**src/rtl/ledmx_pkg.sv**
```systemverilog
package ledmx_pkg;

  localparam int unsigned LUM_W = 8;

  typedef enum logic [2:0] {
    PH_SHIFT = 3'd0,
    PH_HOLD  = 3'd1,
    PH_PRE   = 3'd2,
    PH_LATCH = 3'd3,
    PH_MID   = 3'd4,
    PH_STEP  = 3'd5,
    PH_POST  = 3'd6
  } scan_ph_e;

  function automatic logic ph_is_lit(scan_ph_e p);
    return (p == PH_SHIFT) || (p == PH_HOLD);
  endfunction

  function automatic logic ph_marks(scan_ph_e p);
    return (p == PH_LATCH) || (p == PH_MID) || (p == PH_STEP) || (p == PH_POST);
  endfunction

endpackage

```
**src/rtl/ledmx_shift.sv**
```systemverilog
module ledmx_shift #(
  parameter int unsigned COLS     = 128,
  parameter int unsigned DOT_HALF = 16,
  localparam int unsigned COL_W   = $clog2(COLS),
  localparam int unsigned PH_W    = $clog2(2 * DOT_HALF)
) (
  input  logic             clk,
  input  logic             rst_n,
  input  logic             run_i,
  input  logic             pix_i,
  output logic [COL_W-1:0] col_o,
  output logic             done_o,
  output logic             ser_o,
  output logic             dot_o
);

  localparam logic [PH_W-1:0]  PH_END  = PH_W'(2 * DOT_HALF - 1);
  localparam logic [PH_W-1:0]  PH_RISE = PH_W'(DOT_HALF);
  localparam logic [COL_W-1:0] COL_END = COL_W'(COLS - 1);

  logic [PH_W-1:0]  ph_q, ph_d;
  logic [COL_W-1:0] col_q, col_d;
  logic             ser_q, ser_d;
  logic             dot_q, dot_d;
  logic             wrap;

  always_comb begin
    wrap   = (ph_q == PH_END);
    done_o = run_i && wrap && (col_q == COL_END);
    if (!run_i) begin
      ph_d  = '0;
      col_d = '0;
      ser_d = 1'b0;
    end else begin
      ph_d  = wrap ? '0 : ph_q + 1'b1;
      col_d = !wrap ? col_q : ((col_q == COL_END) ? '0 : col_q + 1'b1);
      ser_d = (ph_q == '0) ? pix_i : ser_q;
    end
    dot_d = run_i && (ph_q >= PH_RISE);
  end

  always_ff @(posedge clk or negedge rst_n) begin
    if (!rst_n) begin
      ph_q  <= '0;
      col_q <= '0;
      ser_q <= 1'b0;
      dot_q <= 1'b0;
    end else begin
      ph_q  <= ph_d;
      col_q <= col_d;
      ser_q <= ser_d;
      dot_q <= dot_d;
    end
  end

  assign col_o = col_q;
  assign ser_o = ser_q;
  assign dot_o = dot_q;

  AST_SER_SETUP: assert property (@(posedge clk) disable iff (!rst_n)
    $rose(dot_q) |-> $stable(ser_q));

endmodule

```
**src/rtl/ledmx_pwm.sv**
```systemverilog
module ledmx_pwm import ledmx_pkg::*; (
  input  logic             clk,
  input  logic             rst_n,
  input  logic             clr_i,
  input  logic             gate_i,
  input  logic [LUM_W-1:0] lum_i,
  output logic             en_o
);

  localparam logic [LUM_W-1:0] CNT_END = {{(LUM_W-1){1'b1}}, 1'b0};

  logic [LUM_W-1:0] cnt_q, cnt_d;
  logic             en_q, en_d;

  always_comb begin
    if (clr_i || (cnt_q == CNT_END)) cnt_d = '0;
    else                             cnt_d = cnt_q + 1'b1;
    en_d = gate_i && (cnt_q < lum_i);
  end

  always_ff @(posedge clk or negedge rst_n) begin
    if (!rst_n) begin
      cnt_q <= '0;
      en_q  <= 1'b0;
    end else begin
      cnt_q <= cnt_d;
      en_q  <= en_d;
    end
  end

  assign en_o = en_q;

  AST_PWM_DARK: assert property (@(posedge clk) disable iff (!rst_n)
    ($past(lum_i) == '0) |-> !en_q);

  AST_PWM_FULL: assert property (@(posedge clk) disable iff (!rst_n)
    ($past(gate_i) && ($past(lum_i) == '1)) |-> en_q);

endmodule

```
**src/rtl/ledmx_seq.sv**
```systemverilog
module ledmx_seq import ledmx_pkg::*; #(
  parameter int unsigned ROWS       = 32,
  parameter int unsigned ROW_CLKS   = 111607,
  parameter int unsigned GUARD_CLKS = 32,
  parameter int unsigned LATCH_CLKS = 1280,
  parameter int unsigned STEP_CLKS  = 1280,
  localparam int unsigned ROW_W     = $clog2(ROWS)
) (
  input  logic             clk,
  input  logic             rst_n,
  input  logic             shift_done_i,
  output scan_ph_e         ph_o,
  output logic [ROW_W-1:0] row_o,
  output logic             tmr_last_o,
  output logic             lit_ok_o
);

  localparam int unsigned TMR_W   = $clog2(ROW_CLKS);
  localparam int unsigned T_PRE   = ROW_CLKS - (3 * GUARD_CLKS + LATCH_CLKS + STEP_CLKS);
  localparam int unsigned T_LATCH = T_PRE + GUARD_CLKS;
  localparam int unsigned T_MID   = T_LATCH + LATCH_CLKS;
  localparam int unsigned T_STEP  = T_MID + GUARD_CLKS;
  localparam int unsigned T_POST  = T_STEP + STEP_CLKS;

  localparam logic [TMR_W-1:0] E_PRE   = TMR_W'(T_PRE - 1);
  localparam logic [TMR_W-1:0] E_LATCH = TMR_W'(T_LATCH - 1);
  localparam logic [TMR_W-1:0] E_MID   = TMR_W'(T_MID - 1);
  localparam logic [TMR_W-1:0] E_STEP  = TMR_W'(T_STEP - 1);
  localparam logic [TMR_W-1:0] E_POST  = TMR_W'(T_POST - 1);
  localparam logic [TMR_W-1:0] E_ROW   = TMR_W'(ROW_CLKS - 1);
  localparam logic [ROW_W-1:0] ROW_END = ROW_W'(ROWS - 1);

  scan_ph_e         ph_q, ph_d;
  logic [TMR_W-1:0] tmr_q, tmr_d;
  logic [ROW_W-1:0] row_q, row_d;
  logic             lit_q, lit_d;
  logic             last;

  always_comb begin
    last  = (tmr_q == E_ROW);
    tmr_d = last ? '0 : tmr_q + 1'b1;
    ph_d  = ph_q;
    unique case (ph_q)
      PH_SHIFT: if (shift_done_i)      ph_d = PH_HOLD;
      PH_HOLD:  if (tmr_q == E_PRE)    ph_d = PH_PRE;
      PH_PRE:   if (tmr_q == E_LATCH)  ph_d = PH_LATCH;
      PH_LATCH: if (tmr_q == E_MID)    ph_d = PH_MID;
      PH_MID:   if (tmr_q == E_STEP)   ph_d = PH_STEP;
      PH_STEP:  if (tmr_q == E_POST)   ph_d = PH_POST;
      PH_POST:  if (last)              ph_d = PH_SHIFT;
      default:                         ph_d = PH_SHIFT;
    endcase
    if ((ph_q == PH_POST) && last) row_d = (row_q == ROW_END) ? '0 : row_q + 1'b1;
    else                           row_d = row_q;
    lit_d = lit_q || (ph_q == PH_POST);
  end

  always_ff @(posedge clk or negedge rst_n) begin
    if (!rst_n) begin
      ph_q  <= PH_SHIFT;
      tmr_q <= '0;
      row_q <= '0;
      lit_q <= 1'b0;
    end else begin
      ph_q  <= ph_d;
      tmr_q <= tmr_d;
      row_q <= row_d;
      lit_q <= lit_d;
    end
  end

  assign ph_o       = ph_q;
  assign row_o      = row_q;
  assign tmr_last_o = last;
  assign lit_ok_o   = lit_q;

  AST_ROW_ORDER: assert property (@(posedge clk) disable iff (!rst_n)
    ((ph_q == PH_SHIFT) && ($past(ph_q) == PH_POST)) |->
      (row_q == (($past(row_q) == ROW_END) ? {ROW_W{1'b0}} : $past(row_q) + 1'b1)));

  AST_SHIFT_FIRST: assert property (@(posedge clk) disable iff (!rst_n)
    ((ph_q == PH_PRE) && ($past(ph_q) != PH_PRE)) |-> ($past(ph_q) == PH_HOLD));

endmodule

```
**src/rtl/ledmx_refresh.sv**
```systemverilog
module ledmx_refresh import ledmx_pkg::*; #(
  parameter int unsigned COLS       = 128,
  parameter int unsigned ROWS       = 32,
  parameter int unsigned DOT_HALF   = 16,
  parameter int unsigned ROW_CLKS   = 111607,
  parameter int unsigned GUARD_CLKS = 32,
  parameter int unsigned LATCH_CLKS = 1280,
  parameter int unsigned STEP_CLKS  = 1280,
  localparam int unsigned COL_W     = $clog2(COLS),
  localparam int unsigned ROW_W     = $clog2(ROWS)
) (
  input  logic             clk,
  input  logic             rst_n,
  input  logic [LUM_W-1:0] lum_level,
  output logic [ROW_W-1:0] fb_row,
  output logic [COL_W-1:0] fb_col,
  input  logic             fb_pix,
  output logic             px_data,
  output logic             px_clk,
  output logic             col_strobe,
  output logic             frame_mark,
  output logic             row_step,
  output logic             drive_en
);

  logic [1:0]       rs_q;
  logic             rst_core_n;
  scan_ph_e         ph;
  logic [ROW_W-1:0] row;
  logic             tmr_last, lit_ok, shift_done, gate;
  logic             strobe_q, strobe_d;
  logic             step_q, step_d;
  logic             mark_q, mark_d;

  always_ff @(posedge clk or negedge rst_n) begin
    if (!rst_n) rs_q <= 2'b00;
    else        rs_q <= {rs_q[0], 1'b1};
  end
  assign rst_core_n = rs_q[1];

  ledmx_seq #(
    .ROWS(ROWS), .ROW_CLKS(ROW_CLKS), .GUARD_CLKS(GUARD_CLKS),
    .LATCH_CLKS(LATCH_CLKS), .STEP_CLKS(STEP_CLKS)
  ) u_seq (
    .clk(clk), .rst_n(rst_core_n), .shift_done_i(shift_done),
    .ph_o(ph), .row_o(row), .tmr_last_o(tmr_last), .lit_ok_o(lit_ok)
  );

  ledmx_shift #(.COLS(COLS), .DOT_HALF(DOT_HALF)) u_shift (
    .clk(clk), .rst_n(rst_core_n), .run_i(ph == PH_SHIFT), .pix_i(fb_pix),
    .col_o(fb_col), .done_o(shift_done), .ser_o(px_data), .dot_o(px_clk)
  );

  assign gate = lit_ok && ph_is_lit(ph);

  ledmx_pwm u_pwm (
    .clk(clk), .rst_n(rst_core_n), .clr_i(tmr_last), .gate_i(gate),
    .lum_i(lum_level), .en_o(drive_en)
  );

  always_comb begin
    strobe_d = (ph == PH_LATCH);
    step_d   = (ph == PH_STEP);
    mark_d   = (row == '0) && ph_marks(ph);
  end

  always_ff @(posedge clk or negedge rst_core_n) begin
    if (!rst_core_n) begin
      strobe_q <= 1'b0;
      step_q   <= 1'b0;
      mark_q   <= 1'b0;
    end else begin
      strobe_q <= strobe_d;
      step_q   <= step_d;
      mark_q   <= mark_d;
    end
  end

  assign fb_row     = row;
  assign col_strobe = strobe_q;
  assign row_step   = step_q;
  assign frame_mark = mark_q;

  AST_STROBE_BLANK: assert property (@(posedge clk) disable iff (!rst_core_n)
    (col_strobe != $past(col_strobe)) |-> (!drive_en && !$past(drive_en)));

  AST_STEP_BLANK: assert property (@(posedge clk) disable iff (!rst_core_n)
    (row_step != $past(row_step)) |-> (!drive_en && !$past(drive_en)));

  AST_MARK_HELD: assert property (@(posedge clk) disable iff (!rst_core_n)
    $fell(row_step) |-> $stable(frame_mark));

  AST_NO_DOT_IN_STROBE: assert property (@(posedge clk) disable iff (!rst_core_n)
    col_strobe |-> !px_clk);

endmodule

```
**config.mk**
```make
export PLATFORM = sky130hd
export DESIGN_NAME = ledmx_refresh
export DESIGN_NICKNAME = d
export VERILOG_FILES = /design/src/rtl/ledmx_pkg.sv /design/src/rtl/ledmx_shift.sv /design/src/rtl/ledmx_pwm.sv /design/src/rtl/ledmx_seq.sv /design/src/rtl/ledmx_refresh.sv
export SDC_FILE = /design/constraint.sdc
export NUM_CORES = 1
export LEC_CHECK = 0
export BUFFER_PORTS_ARGS = -buffer_cell sky130_fd_sc_hd__buf_2
export CAP_MARGIN = 20
export CORE_UTILIZATION = 50
export CTS_BUF_LIST = sky130_fd_sc_hd__clkbuf_4 sky130_fd_sc_hd__clkbuf_8
export DETAILED_ROUTE_END_ITERATION = 10
export HOLD_SLACK_MARGIN = 0.08
export PLACE_DENSITY = 0.79
export SETUP_SLACK_MARGIN = 0.5
export SYNTH_ARGS = -nofsm -noshare
export SYNTH_HDL_FRONTEND = slang
export SYNTH_HIERARCHICAL = 1
export SYNTH_SLANG_ARGS = --single-unit
```
**constraint.sdc**
```tcl
create_clock -name clk -period 5.15 [get_ports clk]
set_input_delay 1.03 -clock clk [delete_from_list [all_inputs] [get_ports clk]]
set_output_delay 1.03 -clock clk [all_outputs]
set_load 0.01 [all_outputs]
```
==> metrics.md <==
| Metric | Value |
|---|---|
| Setup_tns | 0 ps |
| HPWL Detailed | 3870 µm |
| Max-cap violations | 0 |
| Capturing point of the worst reg2reg path | u_pwm/cnt_q[4] |
| RePlAce Congestion | 0.862 |
| Pwr dens | 213 nW/µm² |
| Total CTS buffers | 5 |
| Commonest non-fill, non-tap cell in the layout | dfrtp_1 |
| Synth cell types | 62 |
| Number of global-route vias before repair | between 2000 and 2500 |
| Instance area at placement | around 3100 µm² |
| Total Power | 0.690 mW |
| # IOs | 29 |
| Outcome | finished, final reports clean |
| Setup CP Type | reg2reg |
| Nature of the critical path endpoint | flop |
| NumNets Final | 354 |
| Seq/Total Area, Yosys | 0.460 |
| Die W | 78.7 µm |
| Ys async rst share | 1.00 |
| Setup-failing EPs final | 0 |
| Share of layout cells above drive strength 1 | 0.165 |
| Core Region | around 5600 µm² |
| Final Slew Violations | 0 |
| CTS root buf | clkbuf_8 |
| Yosys reg bits | 54 |
| Area growth syn-to-layout | 10.2% |
| N_diodes | 0 |
| Crit Path Max Fanout | 13 |
| DRC viols | 0 |
| Period utilisation layout | 0.444 |
| Most frequent cells in the layout | dfrtp_1, nor2_1, buf_2 |
| Post-cts repair resize count | 0 |
| Worst skew pair latency | 310 ps |
| P_leak | 1.57 nW |
| Max Fclk | about 0.44 GHz |
| Final hold vios | 0 |
| Total Wirelength | between 5000 and 6000 µm |
| VDD IR max | roughly 0.12 mV |
| Dpl cells | 390 |
| Cells on worst reg2reg path | 7 |
| Number of enable flip-flop cells after synthesis | 0 |
| Primary FF master, synth | dfrtp_1 |
| Setup crit start kind | flop |
| Syn Inst Count | between 200 and 300 |
| Clock skew | 11.1 ps |
| Row count | 27 |
| WL/cell | 13.7 µm |
| Place WS | 2890 ps |
| Post-CTS Repair Setup Buffers | 0 |
| Initial DRC Count | 96 |
| Multi-input gate area | approximately 1500 µm² |
| Actual slew at the worst max-slew pin | roughly 840 ps |
| DRT antenna net count | 0 |
| Flop-to-flop setup slack | 2860 ps |
| Final std cells w/o fill | between 300 and 400 |
| DR pass1 iterations | 4 |
| CTS tree | yes |
| Min Tclk post-route | 2290 ps |
| Vias/cell | 5.64 |
| RSZ-0062 raised after global routing | false |
| Number of port buffers | 28 |
| H-tree Lvls | 2 |
| Die Ht | between 70 and 80 µm |
| Min setup slack post-route | 2860 ps |
| Worst hold path type | reg2async |
| Grt ovf | 0 |
| CTS Hold Bufs | 0 |
| Cell Area, Synth | 2940 µm² |
| Deepest clock path buffer count | 2 |
| Max_slew headroom | 0.441 |
| All-layer global routing usage | 0.195 |
| YS warnings | 6 |
| Largest net degree at the start of global routing | 53 |
| Reg-to-reg critical path startpoint | u_seq/tmr_q[0] |
| Syn Nets | 325 |
| Worst-path clk slew | 100 ps |
| Final Cell Area | 3240 µm² |
| Register Area | 1350 µm² |
| Crit path DAT | 2480 ps |
| Vias | 2250 |
| First-pass GRT wire length | 9520 µm |
| Initial antenna violation count | 0 |
| Clock Sinks | 54 |
| # fillers | 487 |
| CP Data Required Time | 5340 ps |
| Initial Util | 0.527 |
| Syn Area/Cell | 9.90 µm² |
| Die ar. | between 6000 and 7000 µm² |
worst max path at each step:
| stage | startpoint | slack, ps | endpoint |
|---|---|---|---|
| 2_1_floorplan | lum_level[3] | 3140 | u_pwm/en_o |
| 3_3_place_gp | lum_level[3] | 2980 | u_pwm/en_o |
| 3_5_place_dp | u_seq/tmr_q[0] | 2890 | u_pwm/cnt_q[2] |
| 4_1_cts | u_seq/tmr_q[0] | 2880 | u_pwm/cnt_q[2] |
| 5_1_grt | u_seq/tmr_q[0] | 2620 | u_pwm/cnt_q[4] |
| 6_report | u_seq/tmr_q[0] | 2860 | u_pwm/cnt_q[4] |
synthesized netlist by cell type, types with 2 or more instances:
master    number  area share
nor3b_1        2      0.0051
inv_1         18       0.023
buf_6          2      0.0077
or3b_1         2      0.0060
dfrtp_1       54        0.46
buf_2          4      0.0068
a211oi_1       3      0.0077
nand2b_1       6       0.013
and3_1         6       0.013
nand3_1       13       0.022
a221oi_1       2      0.0060
o21ai_0       10       0.017
nand4_2        2      0.0085
a21oi_1        5      0.0085
or3_1          4      0.0085
nor3_1         9       0.015
xnor2_1       11       0.033
and2_1         3      0.0064
nand2_1       17       0.022
nor2_1        40       0.051
a21bo_2        2      0.0068
nand4_1        5       0.011
xor2_1        10       0.030
mux2_2         3       0.011
ha_1          17       0.072
a31oi_1        6       0.013
mux2i_1        2      0.0068
or4_1          2      0.0051
and4bb_2       2      0.0085
o31ai_1        2      0.0051
o21ai_1        2      0.0034
flip-flops by register name (all words and copies together) (netlist names):
signal / flops
col_strobe: 1
frame_mark: 1
row_step: 1
rs_q: 2
u_pwm/cnt_q: 8
u_pwm/en_o: 1
u_seq/lit_ok_o: 1
u_seq/ph_o: 3
u_seq/row_o: 5
u_seq/tmr_q: 17
u_shift/col_o: 7
u_shift/dot_o: 1
u_shift/ph_q: 5
u_shift/ser_o: 1
metrics by stage:
| stage | util | hold WS [ps] |
|---|---|---|
| finish | 0.581 | 154 |
| global route | 0.581 | 190 |
| CTS | 0.578 | 363 |
| detailed placement | 0.561 | 341 |
| global placement | 0.561 | 337 |
| floorplan | - | 331 |
layout make-up:
cell class              count  area share
well taps                  72      0.0278
inverters                  18      0.0208
clock inverters             2     0.00386
clock buffers               6      0.0255
multi-input cells         218       0.455
flip-flops and latches     54       0.417
repair buffers             29      0.0494
where the power goes:
part | internal [mW] | leakage (nW) | switching [mW]
registers | 0.425 | 0.718 | 0.00232
logic | 0.00735 | 0.806 | 0.0103
clock network | 0.108 | 0.0472 | 0.137
logic make-up after synthesis:
| kind of cell | Yosys count | synth area share |
|---|---|---|
| simple gates | 128 | 0.238 |
| flops | 54 | 0.460 |
| compound gates | 46 | 0.109 |
| buf+inv | 25 | 0.0387 |
| xor+xnor | 21 | 0.0626 |
| fa+ha+maj | 17 | 0.0723 |
| mux | 5 | 0.0183 |
| other cells | 1 | 0.00128 |
per-layer routing:
layer / vias up / wire length, µm / share of wire / GRT usage
met5: - / 0 / 0 / 0
met1: 1104 / 2450 / 0.45 / 0.231
met3: 7 / 203 / 0.037 / 0.0488
li1: 1104 / - / - / -
met2: 35 / 2750 / 0.50 / 0.348
met4: 0 / 59 / 0.011 / 0.0519
worst max-delay path: stages, from the launching register on:
cell and delay [ps]:
dfrtp_1 440, inv_1 80, ha_1 130, and4_1 240, nand4_1 200, nor2_1 690, o21bai_1 300, nor2_1 90
No activity file was read; power rests on OpenSTA's default activity.
